==> src/rtl/phase_accum_pkg.sv <==
package phase_accum_pkg;

    typedef enum logic [1:0] {
        FILL_EMPTY   = 2'd0,
        FILL_PRIMING = 2'd1,
        FILL_READY   = 2'd2
    } fill_state_e;

endpackage

==> src/rtl/pa_delay.sv <==
module pa_delay #(
    parameter int W     = 8,
    parameter int DEPTH = 1
) (
    input  logic         clk_i,
    input  logic         rst_i,
    input  logic         en_i,
    input  logic [W-1:0] din_i,
    output logic [W-1:0] dout_o
);

    generate
        if (DEPTH == 0) begin : g_pass
            assign dout_o = din_i;
        end else begin : g_chain
            logic [DEPTH-1:0][W-1:0] stage_q;

            always_ff @(posedge clk_i) begin
                if (rst_i) begin
                    stage_q <= '0;
                end else if (en_i) begin
                    stage_q[0] <= din_i;
                    for (int i = 1; i < DEPTH; i++) begin
                        stage_q[i] <= stage_q[i-1];
                    end
                end
            end

            assign dout_o = stage_q[DEPTH-1];
        end
    endgenerate

endmodule

==> src/rtl/pa_slice.sv <==
module pa_slice #(
    parameter int SW = 8
) (
    input  logic          clk_i,
    input  logic          rst_i,
    input  logic          en_i,
    input  logic [SW-1:0] addend_i,
    input  logic          cin_i,
    output logic [SW-1:0] acc_o,
    output logic          cout_o
);

    logic [SW-1:0] acc_q;
    logic          cout_q;
    logic [SW:0]   sum_w;

    always_comb begin
        sum_w = {1'b0, acc_q} + {1'b0, addend_i} + {{SW{1'b0}}, cin_i};
    end

    always_ff @(posedge clk_i) begin
        if (rst_i) begin
            acc_q  <= '0;
            cout_q <= 1'b0;
        end else if (en_i) begin
            acc_q  <= sum_w[SW-1:0];
            cout_q <= sum_w[SW];
        end
    end

    assign acc_o  = acc_q;
    assign cout_o = cout_q;

endmodule

==> src/rtl/pa_fill_fsm.sv <==
module pa_fill_fsm
    import phase_accum_pkg::*;
#(
    parameter int LAT = 2
) (
    input  logic clk_i,
    input  logic rst_i,
    input  logic en_i,
    output logic valid_o
);

    localparam int CW = $clog2(LAT + 1) + 1;

    fill_state_e   state_q, state_d;
    logic [CW-1:0] cnt_q, cnt_d;

    always_comb begin
        state_d = state_q;
        cnt_d   = cnt_q;
        if (en_i) begin
            unique case (state_q)
                FILL_EMPTY: begin
                    cnt_d = CW'(1);
                    if (LAT <= 1) state_d = FILL_READY;
                    else          state_d = FILL_PRIMING;
                end
                FILL_PRIMING: begin
                    cnt_d = cnt_q + CW'(1);
                    if (cnt_d == CW'(LAT)) state_d = FILL_READY;
                end
                FILL_READY: begin
                    state_d = FILL_READY;
                end
                default: begin
                    state_d = FILL_EMPTY;
                    cnt_d   = '0;
                end
            endcase
        end
    end

    always_ff @(posedge clk_i) begin
        if (rst_i) begin
            state_q <= FILL_EMPTY;
            cnt_q   <= '0;
        end else begin
            state_q <= state_d;
            cnt_q   <= cnt_d;
        end
    end

    always_comb begin
        unique case (state_q)
            FILL_READY: valid_o = 1'b1;
            default:    valid_o = 1'b0;
        endcase
    end

endmodule

==> src/rtl/phase_accum_pipe.sv <==
module phase_accum_pipe #(
    parameter int W  = 24,
    parameter int SW = 8
) (
    input  logic         clk_i,
    input  logic         rst_i,
    input  logic         step_en_i,
    input  logic         inc_load_i,
    input  logic [W-1:0] inc_word_i,
    output logic [W-1:0] phase_o,
    output logic         phase_valid_o
);

    localparam int NSLICE = W / SW;
    localparam int LAT    = NSLICE - 1;

    logic [W-1:0]              inc_q;
    logic [NSLICE-1:0]         carry_in;
    logic [NSLICE-1:0]         carry_out;
    logic [NSLICE-1:0][SW-1:0] addend;
    logic [NSLICE-1:0][SW-1:0] slice_acc;
    logic [NSLICE-1:0][SW-1:0] slice_aligned;

    always_ff @(posedge clk_i) begin
        if (rst_i) begin
            inc_q <= '0;
        end else if (inc_load_i) begin
            inc_q <= inc_word_i;
        end
    end

    assign carry_in[0] = 1'b0;

    generate
        for (genvar k = 0; k < NSLICE; k++) begin : g_slice
            if (k > 0) begin : g_link
                assign carry_in[k] = carry_out[k-1];
            end

            pa_delay #(.W(SW), .DEPTH(k)) u_inc_skew (
                .clk_i  (clk_i),
                .rst_i  (rst_i),
                .en_i   (step_en_i),
                .din_i  (inc_q[k*SW +: SW]),
                .dout_o (addend[k])
            );

            pa_slice #(.SW(SW)) u_slice (
                .clk_i    (clk_i),
                .rst_i    (rst_i),
                .en_i     (step_en_i),
                .addend_i (addend[k]),
                .cin_i    (carry_in[k]),
                .acc_o    (slice_acc[k]),
                .cout_o   (carry_out[k])
            );

            pa_delay #(.W(SW), .DEPTH(LAT - k)) u_out_skew (
                .clk_i  (clk_i),
                .rst_i  (rst_i),
                .en_i   (step_en_i),
                .din_i  (slice_acc[k]),
                .dout_o (slice_aligned[k])
            );

            assign phase_o[k*SW +: SW] = slice_aligned[k];
        end
    endgenerate

    pa_fill_fsm #(.LAT(LAT)) u_fill (
        .clk_i   (clk_i),
        .rst_i   (rst_i),
        .en_i    (step_en_i),
        .valid_o (phase_valid_o)
    );

endmodule

==> config.mk <==
export PLATFORM = sky130hd
export DESIGN_NAME = phase_accum_pipe
export DESIGN_NICKNAME = d
export VERILOG_FILES = /design/src/rtl/phase_accum_pkg.sv /design/src/rtl/pa_delay.sv /design/src/rtl/pa_slice.sv /design/src/rtl/pa_fill_fsm.sv /design/src/rtl/phase_accum_pipe.sv
export SDC_FILE = /design/constraint.sdc
export NUM_CORES = 1
export LEC_CHECK = 0
export ABC_AREA = 1
export BUFFER_PORTS_ARGS = -buffer_cell sky130_fd_sc_hd__clkbuf_2
export CAP_MARGIN = 5
export CORE_ASPECT_RATIO = 1.2
export CORE_MARGIN = 5
export CORE_UTILIZATION = 55
export CTS_BUF_LIST = sky130_fd_sc_hd__clkbuf_4
export CTS_CLUSTER_SIZE = 12
export DETAILED_ROUTE_END_ITERATION = 10
export PLACE_DENSITY = 0.79
export SLEW_MARGIN = 10
export SYNTH_ARGS = -nofsm -noshare
export SYNTH_HDL_FRONTEND = slang
export SYNTH_SLANG_ARGS = --single-unit
export TNS_END_PERCENT = 1
==> constraint.sdc <==
create_clock -name clk_i -period 1.6 [get_ports clk_i]
set_clock_uncertainty 0.15 [all_clocks]
set_input_delay 0.08 -clock clk_i [delete_from_list [all_inputs] [get_ports clk_i]]
set_output_delay 0.08 -clock clk_i [all_outputs]
set_load 0.01 [all_outputs]
==> impl_metrics.toml, run 1 <==
[synthesis]
ys_types = 23
syn_area_um2 = 4806
yosys_warnings = 0
ys_seq_area_frac = 0.4291
syn_area_per_cell_um2 = 7.304
ys_ff_latch = 103
synthCells = 658
synthesis.nets = 717

[cts]
path_clk_slew_ns = 0.14
clock-root-buffer = "clkbuf_4"
cts_htree_levels = 3
clock_latency_ns = 0.44
clock-sinks = 103
cts_tree = "yes"
cts_buffers = 9
max-clock-path-buffers = 2

[die]
dieArea_um2 = 10720
num_rows = 37
start_util = 0.5611
io_pins = 53
die-width_um = 95.33
coreArea_um2 = 8564
die_h_um = 112.4

[global_routing]
antenna_found_initial = 0
grt_start_max_net_pins = 49
grt_pass1_vias = 4293
grt_usage = 0.2062
globalRouteOverflowTotal = 0
grt_pass1_wl_mm = 18.00

[final_layout]
syn2layout_area_growth_pct = 18.25
drive_gt1_frac = 0.1755
nNetsFinal = 792
n_antenna_cell = 0

[placement]
place_congestion = 0.8585
portBuffers = 52
dp_hpwl_mm = 6.995

[worst_hold_path]
min_path_type = "primary input to flop"

[detailed_routing]
wl_per_cell_um = 11.92
vias_per_cell = 5.046
first_pass_iters = 5
routed_wl_mm = 10.16
dr.first_iter.drc_count = 179
ant_nets = 0
vias = 4299
drc = 0

[power_and_ir_drop]
cell_internal_pwr_uw = 3536
ir_worst_vdd_uv = 614.9
p_comb_frac = 0.208
pwr-share-clk = 0.213
p_sw_uw = 1457
seqPwrFrac = 0.579
p_sw_frac = 0.2918
p_leak_uw = 0.002753
powerDensity_nw_per_um2 = 878.5
total_power_uw = 4993

[critical_path]
worst_setup_path_end_kind = "flop"
cp-start-kind = "flop"
cp.arrival_ns = 2.06
crit_type = "flop to flop"
critPathRequiredTime_ns = 1.83
path_max_fanout = 2

[timing]
fmax_mhz = 548.9
relSlewSlack = 0.4367
tightest_slew_ns = 0.8441
worst_hold_slack_ns = 0.02598
rsz0062_at_grt = "true"
finalMaxSlewViolations = 0
post-route-period-util = 1.139
hold_viol = 0
fin_crit_ns = 1.822
final.setup.worst_slack_ns = -0.2219
setup_violations = 13

[run_status]
status = "complete, but fails checks"
violations = "negative setup slack"

[job]
cap_violations = 0
## logic make-up after synthesis
logic type	count (synthesis)	synth area share
AOI/OAI and AO/OA	118	0.1265
buffers and inverters	101	0.09164
adders and majority gates	31	0.08852
and+or+nand+nor	300	0.2551
DFF	103	0.4291
xor gates and xnor gates	5	0.009114
## final timing paths
check,from,to,slack [ns],cells after the start
setup reg to reg,g_slice[1].u_inc_skew.dout_o[0],g_slice[1].u_slice.acc_o[4],-0.22,11
hold / removal,inc_load_i,inc_q[1],0.03,4
setup / recovery,g_slice[1].u_inc_skew.dout_o[0],g_slice[1].u_slice.acc_o[4],-0.22,11
hold reg to reg,u_fill.cnt_q[2],u_fill.cnt_q[2],0.34,2
## Yosys cell counts (all sizes together)
master,count,area (um2)
or2,6,37.54
nor2,173,651.9
fa,5,100.1
a21oi,25,125.1
o21ai,86,430.4
dfxtp,103,2062
a211oi,2,15.01
inv,62,232.7
clkbuf,16,60.06
buf,23,147.6
xor2,2,17.52
xnor2,3,26.28
ha,26,325.3
and2,1,8.760
nand3b,10,75.07
nand3,32,160.2
nand2,78,292.8
o211ai,5,37.54
## power by group through the flow
stage	Sequential (uW)	Combinational, uW	Clock [uW]
floorplan	2920	678	0
CTS	2880	998	1090
global route	2920	1200	1210
global placement	2930	907	0
finish	2890	1040	1060
detailed placement	2930	937	0
## through the flow
step                      setup TNS (ns)    util  worst slack (ns)  instance area, um2  std cells
after CTS                         -1.365  0.6511           -0.2370                5577        851
final                             -1.074  0.6636           -0.2219                5683        852
after global routing              -2.852  0.6636           -0.3752                5683        852
after detailed placement          -1.391  0.6082           -0.2390                5209        811
after floorplan                  -0.5445       -           -0.1476                4812        658
after global placement           -0.9405  0.6082           -0.1896                5209        811
## registers in the layout, summed over array words and instances, names as in the netlist
register	flops
g_slice.u_slice.acc_o	24
inc_q	24
g_slice.u_out_skew.dout_o	16
g_slice.u_inc_skew.dout_o	16
g_slice.u_out_skew.g_chain.stage_q	8
g_slice.u_inc_skew.g_chain.stage_q	8
u_fill.cnt_q	3
g_slice.u_slice.cout_o	2
u_fill.state_q	2
## layout make-up
class	instances	area (um2)
clock buffers	10	75.07
repair buffers	103	735.7
well taps	117	146.4
inverters	62	234.0
fillers	747	2882
clock inverters	3	13.76
flip-flops and latches	103	2074
multi-input cells	454	2404
## worst max-delay path: stages (launching register included)
cell     delay [ns]
dfxtp_2        0.36
fa_2           0.39
inv_2          0.06
fa_2           0.19
inv_1          0.04
nand2_1        0.06
nand2_2        0.05
and2_4         0.13
or2_0          0.19
nand3_1        0.07
nand2_1        0.05
inv_1          0.04
## cells in the final DEF, fill, tap and decap left out, types with 2 or more instances in the layout
master	netlist	final
nor2_1	172	172
dfxtp_1	103	93
nand2_1	78	73
inv_1	55	52
o21ai_0	53	52
clkbuf_2	0	52
o21ai_1	33	34
nand3_1	32	32
dlygate4sd3_1	0	27
a21oi_1	25	23
buf_4	13	22
ha_1	26	21
nand3b_1	10	10
clkbuf_4	0	10
dfxtp_2	0	10
inv_2	7	9
o211ai_1	5	5
nand2_2	0	5
fa_2	0	5
ha_4	0	5
clkinv_2	0	3
or2_1	5	3
xnor2_1	3	3
or2_4	0	2
xor2_1	2	2
a21oi_2	0	2
a211oi_1	2	2
buf_12	0	2
## routing by layer
layer,up-vias,part of all wire,track usage
met2,79,0.51,0.3774
met5,-,0,0
li1,2238,-,-
met1,1966,0.44,0.2375
met4,0,0.014,0.07026
met3,16,0.035,0.03351
## repair_timing
item / CTS / global route
hold buffers: 27 / 0
setup endpoints to repair: 16 / 23
gates cloned: 0 / 0
gates resized for setup: 5 / 25
setup buffers: 0 / 1
pin swaps: 1 / 8
endpoints found under the hold margin: 54 / 0
Note: power is estimated with default switching activity, not from simulation.
==> run 2, diff against run 1 <==
--- a/config.mk
+++ b/config.mk
@@ -5,7 +5,6 @@
 export SDC_FILE = /design/constraint.sdc
 export NUM_CORES = 1
 export LEC_CHECK = 0
-export ABC_AREA = 1
 export BUFFER_PORTS_ARGS = -buffer_cell sky130_fd_sc_hd__clkbuf_2
 export CAP_MARGIN = 5
 export CORE_ASPECT_RATIO = 1.2
==> impl_metrics.toml, run 2 <==
[run_status]
status = "complete, but fails checks"
violations = "negative setup slack"

[placement]
portBuffers = 52
dp.cells = 684
dp_hpwl_mm = 7.066
place_congestion = 0.8975

[synthesis]
ys_seq_area_frac = 0.4288
ys_top_cells_by_area = "dfxtp_1 (43%), mux2i_1 (17%), nor2_1 (7.5%)"
synth_most_common_cell = "dfxtp_1"
synthesis.nets = 566
synth_top_cells_by_count = "dfxtp_1 (103), nor2_1 (96), mux2i_1 (80)"
synth_top_cell_area_share = 0.4288
synthCells = 507
dominantRegCellSynth = "dfxtp_1"
ys_types = 48
syn_area_per_cell_um2 = 9.484
synth_edf_count = 0
yosysTopAreaCell = "dfxtp_1"
postSynth.asyncResetShare = 0
ys_ff_latch = 103
yosys_warnings = 0
syn_area_um2 = 4808

[power_and_ir_drop]
ir_worst_vdd_uv = 441.6
p_comb_frac = 0.157
pwr-share-clk = 0.272
seqPwrFrac = 0.572
powerDensity_nw_per_um2 = 779.1
p_sw_uw = 1242
p_sw_frac = 0.2579
p_leak_uw = 0.002808
cell_internal_pwr_uw = 3574

[final_layout]
nNetsFinal = 691
mostFrequentLayoutCells = "nor2_1 (96), dfxtp_1 (86), mux2i_1 (80)"
syn2layout_area_growth_pct = 28.55
layout.cells.non_filler = 754
drive_gt1_frac = 0.2637
mostFrequentLayoutCell = "nor2_1"
num-fill-cells = 617
n_antenna_cell = 0

[global_routing]
grt_pass1_wl_mm = 18.13
grt_usage = 0.2101
antenna_found_initial = 0
grt_pass1_vias = 4066
globalRouteOverflowTotal = 0
grt_start_max_net_pins = 36

[cts]
clock-root-buffer = "clkbuf_4"
cts_htree_levels = 3
cts_tree = "yes"
clock-sinks = 103
cts_buffers = 9
path_clk_slew_ns = 0.14
clock_latency_ns = 0.46
max-clock-path-buffers = 2

[timing]
tightest_slew_ns = 0.3963
worst_hold_slack_ns = 0.02856
post-route-period-util = 1.315
fmax_mhz = 475.3
rsz0062_at_grt = "true"
finalMaxSlewViolations = 0
hold_viol = 0
final.setup.worst_slack_ns = -0.5039
setup_violations = 19
relSlewSlack = 0.7358
fin_crit_ns = 2.104

[critical_path]
worstPathCellList = "fa_2, inv_2, fa_2, nor2b_2, o21a_2, o21bai_1, a2111o_1, nand3_2"
cpPeakStageDelay_ns = 0.44
critPathRequiredTime_ns = 1.85
slowest_stage = "a2111o_1"
reg2reg_slack_ns = -0.50
path_max_fanout = 3
crit_type = "flop to flop"
cp-start-kind = "flop"
cp.arrival_ns = 2.36
cpMostUsedCell = "fa_2"
worst_setup_path_end_kind = "flop"

[worst_hold_path]
min_path_type = "primary input to flop"

[detailed_routing]
dr.first_iter.drc_count = 117
vias_per_cell = 5.275
first_pass_iters = 4
ant_nets = 0
drc = 0
vias = 3977
wl_per_cell_um = 14.37
routed_wl_mm = 10.84

[die]
die_h_um = 112.4
io_pins = 53
die-width_um = 95.36
coreArea_um2 = 8564
dieArea_um2 = 10720
start_util = 0.5614
num_rows = 37

[job]
cap_violations = 0
## run 2: cells by family after synthesis
kind of cell	after synthesis	share of synthesized area
buffers and inverters	50	0.05178
adder cells (fa/ha/maj)	31	0.08847
AO/OA/AOI/OAI	66	0.09212
flip-flops	103	0.4288
XOR/XNOR	3	0.005465
AND/OR/NAND/NOR	173	0.1637
multiplexers	81	0.1697
## run 2: stage by stage
step / TNS (ns) / setup WS [ns] / area, um2 / total power (uW) / util
2_1_floorplan: -2.744 / -0.3623 / 4815 / 3206 / -
3_5_place_dp: -4.969 / -0.4800 / 5385 / 3406 / 0.6288
3_3_place_gp: -4.221 / -0.4446 / 5385 / 3373 / 0.6288
6_report: -4.337 / -0.5039 / 6181 / 4816 / 0.7217
5_1_grt: -5.976 / -0.5904 / 6181 / 5039 / 0.7217
4_1_cts: -4.001 / -0.4266 / 6111 / 4817 / 0.7135
## run 2: routing by layer
| metal | GRT usage | vias up | wire, um |
|---|---|---|---|
| met4 | 0.07892 | 0 | 205 |
| met3 | 0.04021 | 17 | 306 |
| met5 | 0 | - | 0 |
| met2 | 0.3797 | 54 | 5788 |
| li1 | - | 2007 | - |
| met1 | 0.2394 | 1899 | 4537 |
## run 2: worst paths after layout
path,end,cells after the start,start
worst min register to register,g_slice[2].u_inc_skew.dout_o[1],2,g_slice[2].u_inc_skew.g_chain.stage_q[1]
worst max register to register,g_slice[2].u_slice.acc_o[6],8,g_slice[2].u_slice.acc_o[0]
worst max-delay path,g_slice[2].u_slice.acc_o[6],8,g_slice[2].u_slice.acc_o[0]
worst min-delay path,inc_q[7],4,inc_load_i
## run 2: cell type report
type | instances | area (um2) | area share
Clock inverter | 5 | 48.80 | 0.007895
Clock buffer | 11 | 82.58 | 0.01336
Timing Repair Buffer | 150 | 1149 | 0.1858
Multi-Input combinational cell | 354 | 2619 | 0.4237
Sequential cell | 103 | 2083 | 0.3370
Tap cell | 117 | 146.4 | 0.02368
Inverter | 14 | 52.55 | 0.008502
## run 2: power by group through the flow
stage	sequential, uW	combinational [uW]	clock, uW
after CTS	2750	737	1330
after floorplan	2780	423	0
final	2750	754	1310
after global placement	2790	580	0
after detailed placement	2800	606	0
after global routing	2770	832	1440
## run 2: worst max-delay path: cells and delay by family, from the launching register on
kind	cells	cell delay [ns]
AOI/OAI and AO/OA	3	0.69
adders and majority gates	2	0.58
buffers and inverters	1	0.04
DFF	1	0.38
and+or+nand+nor	2	0.22
## run 2: timing repair
action	4_1_cts	5_1_grt
buffers inserted	2	3
endpoints found under the setup margin	21	24
pin swaps	15	15
hold buffers	49	0
cloned	0	0
resized for setup	29	14
endpoints found under the hold margin	37	0
